--- config.mk ---
export PLATFORM = sky130hd
export DESIGN_NAME = cmp_judge_ctrl
export DESIGN_NICKNAME = d
export VERILOG_FILES = /design/src/rtl/cmp_judge_pkg.sv /design/src/rtl/cmp_mode_reg.sv /design/src/rtl/cmp_event_det.sv /design/src/rtl/cmp_judge_ctrl.sv
export SDC_FILE = /design/constraint.sdc
export NUM_CORES = 1
export LEC_CHECK = 0
export ABC_AREA = 1
export BUFFER_PORTS_ARGS = -buffer_cell sky130_fd_sc_hd__clkbuf_2
export CELL_PAD_IN_SITES_DETAIL_PLACEMENT = 1
export CELL_PAD_IN_SITES_GLOBAL_PLACEMENT = 2
export CORE_MARGIN = 1.5
export CORE_UTILIZATION = 20
export DETAILED_ROUTE_END_ITERATION = 12
export GPL_TIMING_DRIVEN = 1
export PLACE_DENSITY_LB_ADDON = 0.25
export SETUP_SLACK_MARGIN = 0.3
export SKIP_LAST_GASP = 1
export SYNTH_ARGS = -nofsm -noshare
export SYNTH_HDL_FRONTEND = slang
export SYNTH_HIERARCHICAL = 1
export SYNTH_SLANG_ARGS = --single-unit
--- constraint.sdc ---
create_clock -name clk_i -period 1.33 [get_ports clk_i]
set_clock_uncertainty 0.1 [all_clocks]
set_input_delay 0.266 -clock clk_i [delete_from_list [all_inputs] [get_ports clk_i]]
set_output_delay 0.266 -clock clk_i [all_outputs]
set_load 0.005 [all_outputs]
--- src/rtl/cmp_judge_pkg.sv ---
package cmp_judge_pkg;
  localparam int MODE_W = 16;
  localparam int BYTE_W = MODE_W / 2;
  localparam logic [BYTE_W-1:0] LO_MASK = 8'h33;
  localparam logic [BYTE_W-1:0] HI_MASK = 8'h13;

  typedef enum logic [1:0] {
    MD_SINGLE  = 2'b00,
    MD_MONITOR = 2'b01,
    MD_SUPER   = 2'b10,
    MD_RSVD    = 2'b11
  } cmp_mode_e;

  function automatic logic level_hit(input logic [1:0] cond, input logic d);
    case (cond)
      2'b01:        level_hit = ~d;
      2'b10, 2'b11: level_hit = d;
      default:      level_hit = 1'b0;
    endcase
  endfunction

  function automatic logic edge_hit(input logic [1:0] cond, input logic prev, input logic cur);
    case (cond)
      2'b01:   edge_hit = prev & ~cur;
      2'b10:   edge_hit = ~prev & cur;
      2'b11:   edge_hit = prev ^ cur;
      default: edge_hit = 1'b0;
    endcase
  endfunction
endpackage

--- src/rtl/cmp_mode_reg.sv ---
module cmp_mode_reg
  import cmp_judge_pkg::*;
(
  input  logic              clk_i,
  input  logic              rst_ni,
  input  logic              en_i,
  input  logic              wr_lo_i,
  input  logic              wr_hi_i,
  input  logic [MODE_W-1:0] wdata_i,
  output logic [MODE_W-1:0] mode_o
);
  logic [MODE_W-1:0] mode_q;
  logic [1:0]        wr_byte;
  logic [MODE_W-1:0] mask;

  assign wr_byte = {wr_hi_i, wr_lo_i};
  assign mask    = {HI_MASK, LO_MASK};

  for (genvar b = 0; b < 2; b++) begin : g_byte
    always_ff @(posedge clk_i or negedge rst_ni) begin
      if (!rst_ni)
        mode_q[b*BYTE_W +: BYTE_W] <= '0;
      else if (wr_byte[b] && !en_i)
        mode_q[b*BYTE_W +: BYTE_W] <= wdata_i[b*BYTE_W +: BYTE_W] & mask[b*BYTE_W +: BYTE_W];
    end
  end

  assign mode_o = mode_q;

  AST_WR_LOCK: assert property (@(posedge clk_i) disable iff (!rst_ni)
    en_i |=> $stable(mode_o));
  AST_NO_WR_HOLD: assert property (@(posedge clk_i) disable iff (!rst_ni)
    !(wr_lo_i || wr_hi_i) |=> $stable(mode_o));
endmodule

--- src/rtl/cmp_event_det.sv ---
module cmp_event_det
  import cmp_judge_pkg::*;
(
  input  logic      clk_i,
  input  logic      rst_ni,
  input  logic      en_i,
  input  cmp_mode_e mode_i,
  input  logic [1:0] cond_i,
  input  logic      dec_i,
  input  logic      start_i,
  input  logic      done_i,
  output logic      irq_o,
  output logic      trig_o
);
  logic is_sup, is_mon;
  logic dec_q, active_q, irq_q, trig_q;
  logic irq_d, trig_d, active_d, lvl, edg;

  assign is_sup = (mode_i == MD_SUPER);
  assign is_mon = (mode_i == MD_MONITOR);
  assign lvl    = level_hit(cond_i, dec_i);
  assign edg    = active_q && !start_i && edge_hit(cond_i, dec_q, dec_i);

  always_comb begin
    irq_d    = 1'b0;
    trig_d   = 1'b0;
    active_d = 1'b0;
    if (en_i) begin
      if (is_sup) begin
        irq_d    = (start_i && lvl) || edg;
        active_d = start_i || active_q;
        trig_d   = active_d && lvl;
      end else if (is_mon) begin
        irq_d = done_i;
      end else begin
        irq_d = done_i && (dec_i == cond_i[1]);
      end
    end
  end

  always_ff @(posedge clk_i or negedge rst_ni) begin
    if (!rst_ni) begin
      dec_q    <= 1'b0;
      active_q <= 1'b0;
      irq_q    <= 1'b0;
      trig_q   <= 1'b0;
    end else begin
      dec_q    <= dec_i;
      active_q <= active_d;
      irq_q    <= irq_d;
      trig_q   <= trig_d;
    end
  end

  assign irq_o  = irq_q;
  assign trig_o = trig_q;

  AST_OFF_WHEN_DIS: assert property (@(posedge clk_i) disable iff (!rst_ni)
    !en_i |=> !irq_o && !trig_o);
  AST_SUP_CODE0_QUIET: assert property (@(posedge clk_i) disable iff (!rst_ni)
    (is_sup && cond_i == 2'b00) |=> !irq_o);
  AST_TRIG_ONLY_SUP: assert property (@(posedge clk_i) disable iff (!rst_ni)
    !is_sup |=> !trig_o);
  AST_MON_ON_DONE: assert property (@(posedge clk_i) disable iff (!rst_ni)
    (is_mon && en_i) |=> (irq_o == $past(done_i)));
  AST_SINGLE_NEEDS_DONE: assert property (@(posedge clk_i) disable iff (!rst_ni)
    (!is_sup && !is_mon && !done_i) |=> !irq_o);
endmodule

--- src/rtl/cmp_judge_ctrl.sv ---
module cmp_judge_ctrl
  import cmp_judge_pkg::*;
(
  input  logic        clk_i,
  input  logic        rst_ni,
  input  logic        en_i,
  input  logic        wr_lo_i,
  input  logic        wr_hi_i,
  input  logic [15:0] wdata_i,
  output logic [15:0] mode_o,
  input  logic        dec_i,
  input  logic        meas_start_i,
  input  logic        meas_done_i,
  output logic        irq_o,
  output logic        trig_o
);
  logic [MODE_W-1:0] mode_q;
  cmp_mode_e         mode_sel;

  cmp_mode_reg u_reg (
    .clk_i   (clk_i),
    .rst_ni  (rst_ni),
    .en_i    (en_i),
    .wr_lo_i (wr_lo_i),
    .wr_hi_i (wr_hi_i),
    .wdata_i (wdata_i),
    .mode_o  (mode_q)
  );

  assign mode_sel = cmp_mode_e'(mode_q[5:4]);
  assign mode_o   = mode_q;

  cmp_event_det u_det (
    .clk_i   (clk_i),
    .rst_ni  (rst_ni),
    .en_i    (en_i),
    .mode_i  (mode_sel),
    .cond_i  (mode_q[1:0]),
    .dec_i   (dec_i),
    .start_i (meas_start_i),
    .done_i  (meas_done_i),
    .irq_o   (irq_o),
    .trig_o  (trig_o)
  );
endmodule

==> results of run 1 <==
power by group:
part | switching, mW | internal, mW
clock | 0.111 | 0.116
sequential | 0.0241 | 0.369
combinational | 0.111 | 0.104
total | 0.246 | 0.589
per-stage QoR:
| step | instances | setup slack, ns | power [mW] |
|---|---|---|---|
| after global placement | 137 | 0.0155 | 0.574 |
| after CTS | 145 | 0.128 | 0.833 |
| final | 147 | 0.143 | 0.835 |
| after detailed placement | 137 | 0.0155 | 0.576 |
| after floorplan | 90 | 0.242 | 0.509 |
| after global routing | 147 | 0.0182 | 0.905 |
repair_timing:
action	CTS	global route
setup buffers	3	2
hold endpoints to repair	11	0
resized for setup	1	4
hold buffers	1	0
cloned	0	0
setup endpoints to repair	11	11
pin swaps	0	3
cell families after synthesis:
logic type	count (synthesis)	synth area share [%]
other	1	0.602
buffers and inverters	18	16.3
AO/OA/AOI/OAI	1	1.21
AND/OR/NAND/NOR	49	33.7
flip-flops	11	44.2
adder cells (fa/ha/maj)	2	4.02
layer usage:
| metal | wire, um | global-route usage (%) | vias up | part of all wire, % |
|---|---|---|---|---|
| met4 | 0 | 1.95 | 0 | 0 |
| met2 | 685 | 13.0 | 20 | 50 |
| met1 | 581 | 10.5 | 262 | 42 |
| met5 | 0 | 0 | - | 0 |
| li1 | - | - | 295 | - |
| met3 | 103 | 3.52 | 0 | 7.5 |
final cells by class:
type	count	area (sq um)	share of cell area (%)
timing repair buffer	29	170	20.5
tap	33	41.3	4.96
multi-input combinational	61	284	34.1
sequential	11	277	33.2
inverter	9	33.8	4.06
clock buffer	4	26.3	3.16
how the worst min path moves through the flow:
stage | start | endpoint | slack, ns
2_1_floorplan | rst_ni | u_det/active_q | -0.13
3_3_place_gp | rst_ni | u_det/active_q | 0.06
3_5_place_dp | rst_ni | u_det/active_q | 0.07
4_1_cts | dec_i | u_det/dec_q | 0.05
5_1_grt | dec_i | u_det/dec_q | 0.05
6_report | dec_i | u_det/dec_q | 0.06
state kept, by name, summed over array words and instances, names as in the netlist:
register and flops:
u_det/dec_q 1, u_det/irq_o 1, u_det/trig_o 1, u_det/active_q 1, u_reg/mode_o 7
worst register-to-register path, delay by kind of cell, from the launching register on:
kind / cells / cell delay, ns
flops: 1 / 0.38
simple gates: 5 / 0.38
fa+ha+maj: 1 / 0.27
synthesized netlist by cell type (all sizes together):
cell and number:
clkinv 1, dfrtp 11, conb 1, nor2 9, inv 8, ha 2, a21boi 1, nand3 9
buf 9, nand2 30, and3 1
==> run summary, run 1 <==
Min Hold Slack = 0.0618 ns
Power per Cell Area = 1000 mW/mm^2
Die ar. = 0.00346 sq mm
Total GRT Usage = 8.26%
1st-iter DRT viols = 10
DP Area = 742 sq um
crit path buf inv count = 0
routability congestion estimate = 0.662
critical-path cell list = ha_1 -> nor2_1 -> nor2_1 -> nor2_1 -> nor2_1 -> nor2_1
ANT nets after route = 0
CP arrival = 1.29 ns
PortBufs = 23
pin count of the biggest net entering global routing = 12
GRT overflow = 0
Critical Path End = u_det/irq_o
WHS Path Cells = 1
io pins = 42
first-pass GRT wire length = 2170 um
synthesized cell area = 623 sq um
clock transition at the registers of the reported paths = 0.07 ns
synth top area cells = dfrtp_1 (44%), nand2_1 (17%), buf_4 (11%)
MaxCap Viol Count = 0
routed len/inst = 9.32 um
fin util = 27.7%
register area share after synthesis = 44.2%
CTS Sinks = 11
nets = 141
post-synth top area share = 44.2%
kind of critical path = reg -> reg
worst skew pair latency = 0.26 ns
Final min period = 1.19 ns
Pre-Repair DR Iteration Count = 3
outcome = finished, final reports clean
worst setup path start = u_det/dec_q
CP top delay family = flip-flops
WP depth = 6
reg2reg start = u_det/dec_q
Syn Inst Count = 82
Post-Syn Area per Cell = 7.60 sq um
Synth Register Bits = 11
Core Box Area = 0.00300 sq mm
Synth Warn # = 6
critical path's most frequent cell = nor2_1
hold crit path type = in -> reg
Die H = 58.8 um
R2R setup slack = 0.14 ns
Final Hold Fails = 0
Tcrit/Tclk final = 89.2%
Antenna Cells = 0
RSZ-0062 raised after global routing = yes
initial antenna violation count = 0
chip width = 58.8 um
share of cells above drive strength 1 = 36.8%
Req. time, crit path = 1.43 ns
total CTS buffers = 3
Max VDD drop = 0.000332 V
r2r endpoint = u_det/irq_o
WL final = 1370 um
post-synth cell types = 14
max incr delay on CP = 0.38 ns
Layout area overhead = 33.5%
clock tree buffer depth = 2
commonest non-fill, non-tap cell in the layout = nand2_1
Detailed Place HPWL = 1110 um
CP max stage cell = dfrtp_1
crit end category = flop
cell area after layout = 832 sq um
setup TNS = 0 ns
Root Driver = clkbuf_4
Initial Utilization = 20.8%
Row Count = 20
fill cell count = 391
vias in the first global route = 503
Max Transition Viols Final = 0
CTS H-Tree Depth = 1
leak pwr = 0.490 nW
CTS tree = built
leading cell types in the layout, fill and taps excluded = nand2_1 (27), clkbuf_2 (23), dfrtp_1 (10), nand3_1 (9), conb_1 (9)
Via Count = 577
top achievable clock speed = 0.843 GHz
Worst Setup Start Kind = flop
DR DRC count = 0
maximum fanout along the worst path = 2
via density per instance = 3.93
largest area contributor in the netlist = dfrtp_1
setup violators final = 0
Reg2Reg Depth = 6
(Power assumes the default switching activity.)
==> run 2, diff against run 1 <==
Settings changed: CORE_MARGIN 1.5 to default.
==> run summary, run 2 (same netlist as run 1, synthesis figures left out) <==
crit end category = flop
CP max stage cell = dfrtp_1
Req. time, crit path = 1.43 ns (about the same)
Pre-Repair DR Iteration Count = 8 (+5)
critical path's most frequent cell = nor2_1
chip width = 57.8 um (-1.7%)
kind of critical path = reg -> reg
maximum fanout along the worst path = 2 (unchanged)
hold crit path type = in -> reg
routed len/inst = 9.77 um (+4.8%)
critical-path cell list = ha_1 -> nor2_1 -> nor2_1 -> nor2_1 -> nor2_1 -> nor2_1
max incr delay on CP = 0.39 ns (about the same)
CTS H-Tree Depth = 1 (unchanged)
Total GRT Usage = 9.22% (+0.96 points)
Initial Utilization = 21.8% (+1.1 points)
clock transition at the registers of the reported paths = 0.08 ns (about the same)
PortBufs = 23 (unchanged)
Tcrit/Tclk final = 90.7% (+1.5 points)
initial antenna violation count = 0 (unchanged)
Final Hold Fails = 0 (unchanged)
max FFs per register = 7 (unchanged)
CP arrival = 1.31 ns (+0.02 ns)
Die H = 57.8 um (-1.7%)
GRT overflow = 0 (unchanged)
worst skew pair latency = 0.28 ns (+0.02 ns)
total CTS buffers = 3 (unchanged)
Max Transition Viols Final = 0 (unchanged)
Worst Setup Start Kind = flop
io pins = 42 (unchanged)
total power = 0.849 mW (+1.6%)
commonest non-fill, non-tap cell in the layout = nand2_1
vias in the first global route = 555 (+10%)
DR DRC count = 2 (+2)
Row Count = 19 (-5.0%)
WL final = 1430 um (+4.1%)
Max VDD drop = 0.000566 V (+70%)
CTS Sinks = 11 (unchanged)
fin util = 29.5% (+1.8 points)
Antenna Cells = 0 (unchanged)
via density per instance = 4.06 (+3.5%)
routability congestion estimate = 0.654 (-1.3%)
fill cell count = 370 (-5.4%)
MaxCap Viol Count = 0 (unchanged)
clock tree buffer depth = 2 (unchanged)
outcome = complete, but fails checks
first-pass GRT wire length = 2330 um (+7.0%)
failing checks = DRC
RSZ-0062 raised after global routing = yes
setup violators final = 0 (unchanged)
CTS tree = built
leading cell types in the layout, fill and taps excluded = nand2_1 (27), clkbuf_2 (23), dfrtp_1 (10), nand3_1 (9), conb_1 (9)
share of cells above drive strength 1 = 38.3% (+1.4 points)
Final min period = 1.21 ns (+0.0193 ns)
Min Hold Slack = 0.0462 ns (-0.0156 ns)
Die ar. = 0.00334 sq mm (-3.4%)
pin count of the biggest net entering global routing = 12 (unchanged)
Power per Cell Area = 1010 mW/mm^2 (+0.54%)
Via Count = 593 (+2.8%)
Core Box Area = 0.00285 sq mm (-5.0%)
Detailed Place HPWL = 1150 um (+3.4%)
1st-iter DRT viols = 4 (-6)
nets = 142 (+0.71%)
top achievable clock speed = 0.829 GHz (-1.6%)
leak pwr = 0.500 nW (+1.9%)
ANT nets after route = 0 (unchanged)
Root Driver = clkbuf_4
Layout area overhead = 34.9%
run 2: cell count changes in the layout (fill, tap and decap cells not counted), sizes merged:
cell	change
buf	+1
clkbuf	-1
clkinv	+1
run 2: cell type report:
type / instances / area, sq um / share of cell area (%)
clock buffer: 3 / 22.5 / 2.68
clock inverter: 1 / 5.00 / 0.595
multi-input combinational: 61 / 284 / 33.8
inverter: 9 / 36.3 / 4.32
timing repair buffer: 30 / 178 / 21.1
sequential: 11 / 277 / 32.9
tap: 31 / 38.8 / 4.61
run 2: final timing paths:
| check | start | endpoint | slack [ns] | cells after the start |
|---|---|---|---|---|
| worst min-delay path | dec_i | u_det/dec_q | 0.05 | 1 |
| worst min register to register | u_reg/mode_o[9] | u_reg/mode_o[9] | 0.38 | 2 |
| worst max register to register | u_det/dec_q | u_det/irq_o | 0.12 | 6 |
| min in group asynchronous | rst_ni | u_reg/mode_o[0] | 0.30 | 2 |
| worst max-delay path | u_det/dec_q | u_det/irq_o | 0.12 | 6 |
| max in group asynchronous | rst_ni | u_reg/mode_o[1] | 0.58 | 2 |
run 2: metrics by stage:
| step | std cells | TNS, ns | worst slack [ns] | area (sq um) |
|---|---|---|---|---|
| 2_1_floorplan | 90 | 0 | 0.242 | 653 |
| 3_3_place_gp | 135 | 0 | 0.0198 | 739 |
| 3_5_place_dp | 135 | -0.00632 | -0.00632 | 739 |
| 4_1_cts | 146 | 0 | 0.0920 | 841 |
| 5_1_grt | 146 | -0.0102 | -0.0102 | 841 |
| 6_report | 146 | 0 | 0.124 | 841 |
run 2: power breakdown:
part | internal, mW | switching (mW) | leakage (nW) | total, mW
registers | 0.369 | 0.0240 | 0.138 | 0.393
clock network | 0.111 | 0.126 | 0.0177 | 0.238
logic | 0.106 | 0.112 | 0.345 | 0.217
run 2: metal layers:
metal | share of wire, % | GRT usage [%] | up-vias
met1 | 41 | 9.96 | 276
met3 | 7.2 | 4.46 | 0
met2 | 52 | 15.8 | 20
met5 | 0 | 0 | -
met4 | 0 | 3.06 | 0
li1 | - | - | 297
run 2: what timing repair did:
item,CTS,global route
endpoints found under the setup margin,11,12
hold buffers,1,0
gates resized for setup,6,0
hold endpoints to repair,11,0
buffers inserted,6,0
pin swaps,2,2
run 2: critical path: cells and delay by family, from the launching register on:
| kind | cells | cell delay, ns |
|---|---|---|
| fa+ha+maj | 1 | 0.28 |
| simple gates | 5 | 0.37 |
| flops | 1 | 0.39 |
==> run 3, diff against run 2 <==
Settings changed: CORE_UTILIZATION 20 to 21, SYNTH_HIERARCHICAL 1 to default, TNS_END_PERCENT from default to 100.
==> run summary, run 3 <==
CP max stage cell = dfrtp_1
DR DRC count = 5 (+3)
CP top delay family = flip-flops
fill cell count = 355 (-4.1%)
Synth Warn # = 0 (-6)
share of cells above drive strength 1 = 54.3% (+16 points)
DP Cell Count = 121 (-10%)
1st-iter DRT viols = 6 (+2)
leak pwr = 0.521 nW (+4.1%)
area share of fa/ha/maj cells after synthesis = 3.97% (-0.048 points)
max incr delay on CP = 0.38 ns (about the same)
CTS Sinks = 11 (unchanged)
critical path's most frequent cell = nand2_1
Die ar. = 0.00323 sq mm (-3.5%)
Via Count = 514 (-13%)
pin count of the biggest net entering global routing = 12 (unchanged)
crit path buf inv count = 0 (unchanged)
critical-path cell list = ha_1 -> nand2_1 -> nand2_1 -> o21ai_2 -> nand2_1 -> a21oi_2
Syn Inst Count = 66 (-20%)
post-synth top area share = 43.7% (-0.53 points)
ys flop type = dfrtp_1
Final Non-Filler Cells = 136 (-6.8%)
MaxCap Viol Count = 0 (unchanged)
Synth Area in Simple Gates = 18.8% (-15 points)
vias in the first global route = 456 (-18%)
Detailed Place HPWL = 1000 um (-13%)
worst skew pair latency = 0.27 ns (about the same)
ys async rst share = 100% (unchanged)
cell area after layout = 896 sq um (+6.5%)
Final min period = 1.25 ns (+0.0473 ns)
Worst Setup Start Kind = flop
most frequent cell after synthesis = nand2_1
Layout area overhead = 42.1%
Root Driver = clkbuf_4
post-synth cell types = 17 (+3)
CP arrival = 1.36 ns (+0.05 ns)
chip width = 56.8 um (-1.8%)
register area share after synthesis = 43.7% (-0.53 points)
io pins = 42 (unchanged)
number of flops mapped to enable cells by yosys = 0 (unchanged)
synth top area cells = dfrtp_1 (44%), mux2_4 (12%), buf_4 (11%)
failing checks = DRC
top achievable clock speed = 0.798 GHz (-3.8%)
PortBufs = 23 (unchanged)
Multi-input gate area = 299 sq um (+5.3%)
max FFs per register = 7 (unchanged)
initial antenna violation count = 0 (unchanged)
kind of critical path = reg -> reg
routed len/inst = 9.64 um (-1.3%)
RSZ-0062 raised after global routing = yes
nets = 132 (-7.0%)
commonest non-fill, non-tap cell in the layout = clkbuf_2
top cells by count, synth = nand2_1 (13), dfrtp_1 (11), buf_4 (9)
Die H = 56.8 um (-1.8%)
Initial Utilization = 22.5% (+0.64 points)
routability congestion estimate = 0.692 (+5.8%)
Req. time, crit path = 1.43 ns (about the same)
crit end category = flop
Synth Area in XOR/XNOR = 0% (unchanged)
Synth Register Bits = 11 (unchanged)
mux cell area share after synthesis = 11.9% (+12 points)
Total GRT Usage = 8.59% (-0.63 points)
Max Transition Viols Final = 0 (unchanged)
Max VDD drop = 0.000483 V (-15%)
Pre-Repair DR Iteration Count = 8 (unchanged)
Antenna Cells = 0 (unchanged)
leading cell types in the layout, fill and taps excluded = clkbuf_2 (23), nand2_1 (12), buf_4 (10), conb_1 (9), dfrtp_1 (9)
setup violators final = 0 (unchanged)
maximum fanout along the worst path = 2 (unchanged)
compound-gate portion of the synthesized area = 5.56% (+4.4 points)
GRT overflow = 0 (unchanged)
Final Hold Fails = 0 (unchanged)
Power per Cell Area = 1020 mW/mm^2 (+1.5%)
Tcrit/Tclk final = 94.2% (+3.6 points)
fin util = 31.9% (+2.5 points)
synthesized cell area = 631 sq um (+1.2%)
CTS H-Tree Depth = 1 (unchanged)
hold crit path type = in -> reg
FF+latch area = 278 sq um (+0.45%)
outcome = complete, but fails checks
Row Count = 19 (unchanged)
largest area contributor in the netlist = dfrtp_1
clock tree buffer depth = 2 (unchanged)
first-pass GRT wire length = 2030 um (-13%)
via density per instance = 3.78 (-6.9%)
total CTS buffers = 3 (unchanged)
CTS tree = built
largest family of logic cells by synthesized area = simple AND/OR/NAND/NOR gates
DP Area = 762 sq um (+3.0%)
ANT nets after route = 0 (unchanged)
WL final = 1310 um (-8.1%)
Post-Syn Area per Cell = 9.55 sq um (+26%)
Core Box Area = 0.00281 sq mm (-1.7%)
clock transition at the registers of the reported paths = 0.08 ns (about the same)
setup TNS = 0 ns (unchanged)
## run 3: cell count changes in the layout (fill, tap and decap cells not counted), moves of 2 or more
cell	before	now
mux2_4	0	5
nand2_2	3	1
nand2_4	0	2
buf_4	4	10
nand2_1	27	12
a21oi_1	0	2
nand3_1	9	2
## run 3: layout make-up
class / count / share of cell area (%)
Tap cell: 31 / 4.33
Clock buffer: 3 / 2.51
Clock inverter: 1 / 0.559
Multi-Input combinational cell: 46 / 33.4
Sequential cell: 11 / 31.0
Timing Repair Buffer: 36 / 24.9
Inverter: 8 / 3.35
## run 3: report_power, final
part           leakage, nW  internal (mW)  total [mW]  switching [mW]
logic                0.372          0.162       0.277           0.115
registers            0.130          0.376       0.406          0.0309
clock network       0.0177          0.111       0.234           0.123
total                0.521          0.649       0.918           0.269
## run 3: through the flow
stage                     hold slack [ns]  total power, mW  setup slack [ns]
after floorplan                    -0.130            0.542             0.156
after global placement             0.0625            0.614          -0.00731
after detailed placement           0.0656            0.617           -0.0173
after CTS                           0.112            0.893            0.0510
after global routing                0.101            0.985           -0.0403
final                               0.121            0.918            0.0765
## run 3: what timing repair did
action | in CTS | in global routing
hold endpoints to repair | 11 | 0
resized for setup | 3 | 4
setup buffers | 4 | 6
hold buffers | 1 | 0
pin swaps | 5 | 3
endpoints found under the setup margin | 11 | 12
## run 3: metal layers
metal / part of all wire, % / wire length [um] / global-route usage, % / up-vias
li1: - / - / - / 263
met1: 42 / 550 / 10.3 / 232
met2: 51 / 666 / 13.8 / 19
met3: 7.2 / 94 / 4.84 / 0
met4: 0 / 0 / 1.05 / 0
met5: 0 / 0 / 0 / -
## run 3: final timing paths
| path | start | end | slack (ns) | depth (start not counted) |
|---|---|---|---|---|
| max | u_det.dec_q | u_det.irq_o | 0.08 | 6 |
| min in group asynchronous | rst_ni | u_reg.mode_o[8] | 0.31 | 2 |
| max in group asynchronous | rst_ni | u_reg.mode_o[4] | 0.58 | 2 |
| max reg2reg | u_det.dec_q | u_det.irq_o | 0.08 | 6 |
| min reg2reg | u_reg.mode_o[8] | u_reg.mode_o[8] | 0.43 | 1 |
| min | wdata_i[8] | u_reg.mode_o[8] | 0.12 | 2 |
## run 3: cell families after synthesis
| group | after synthesis |
|---|---|
| adder cells (fa/ha/maj) | 2 |
| flip-flops | 11 |
| AO/OA/AOI/OAI | 5 |
| other | 1 |
| AND/OR/NAND/NOR | 25 |
| buffers and inverters | 17 |
| multiplexers | 5 |
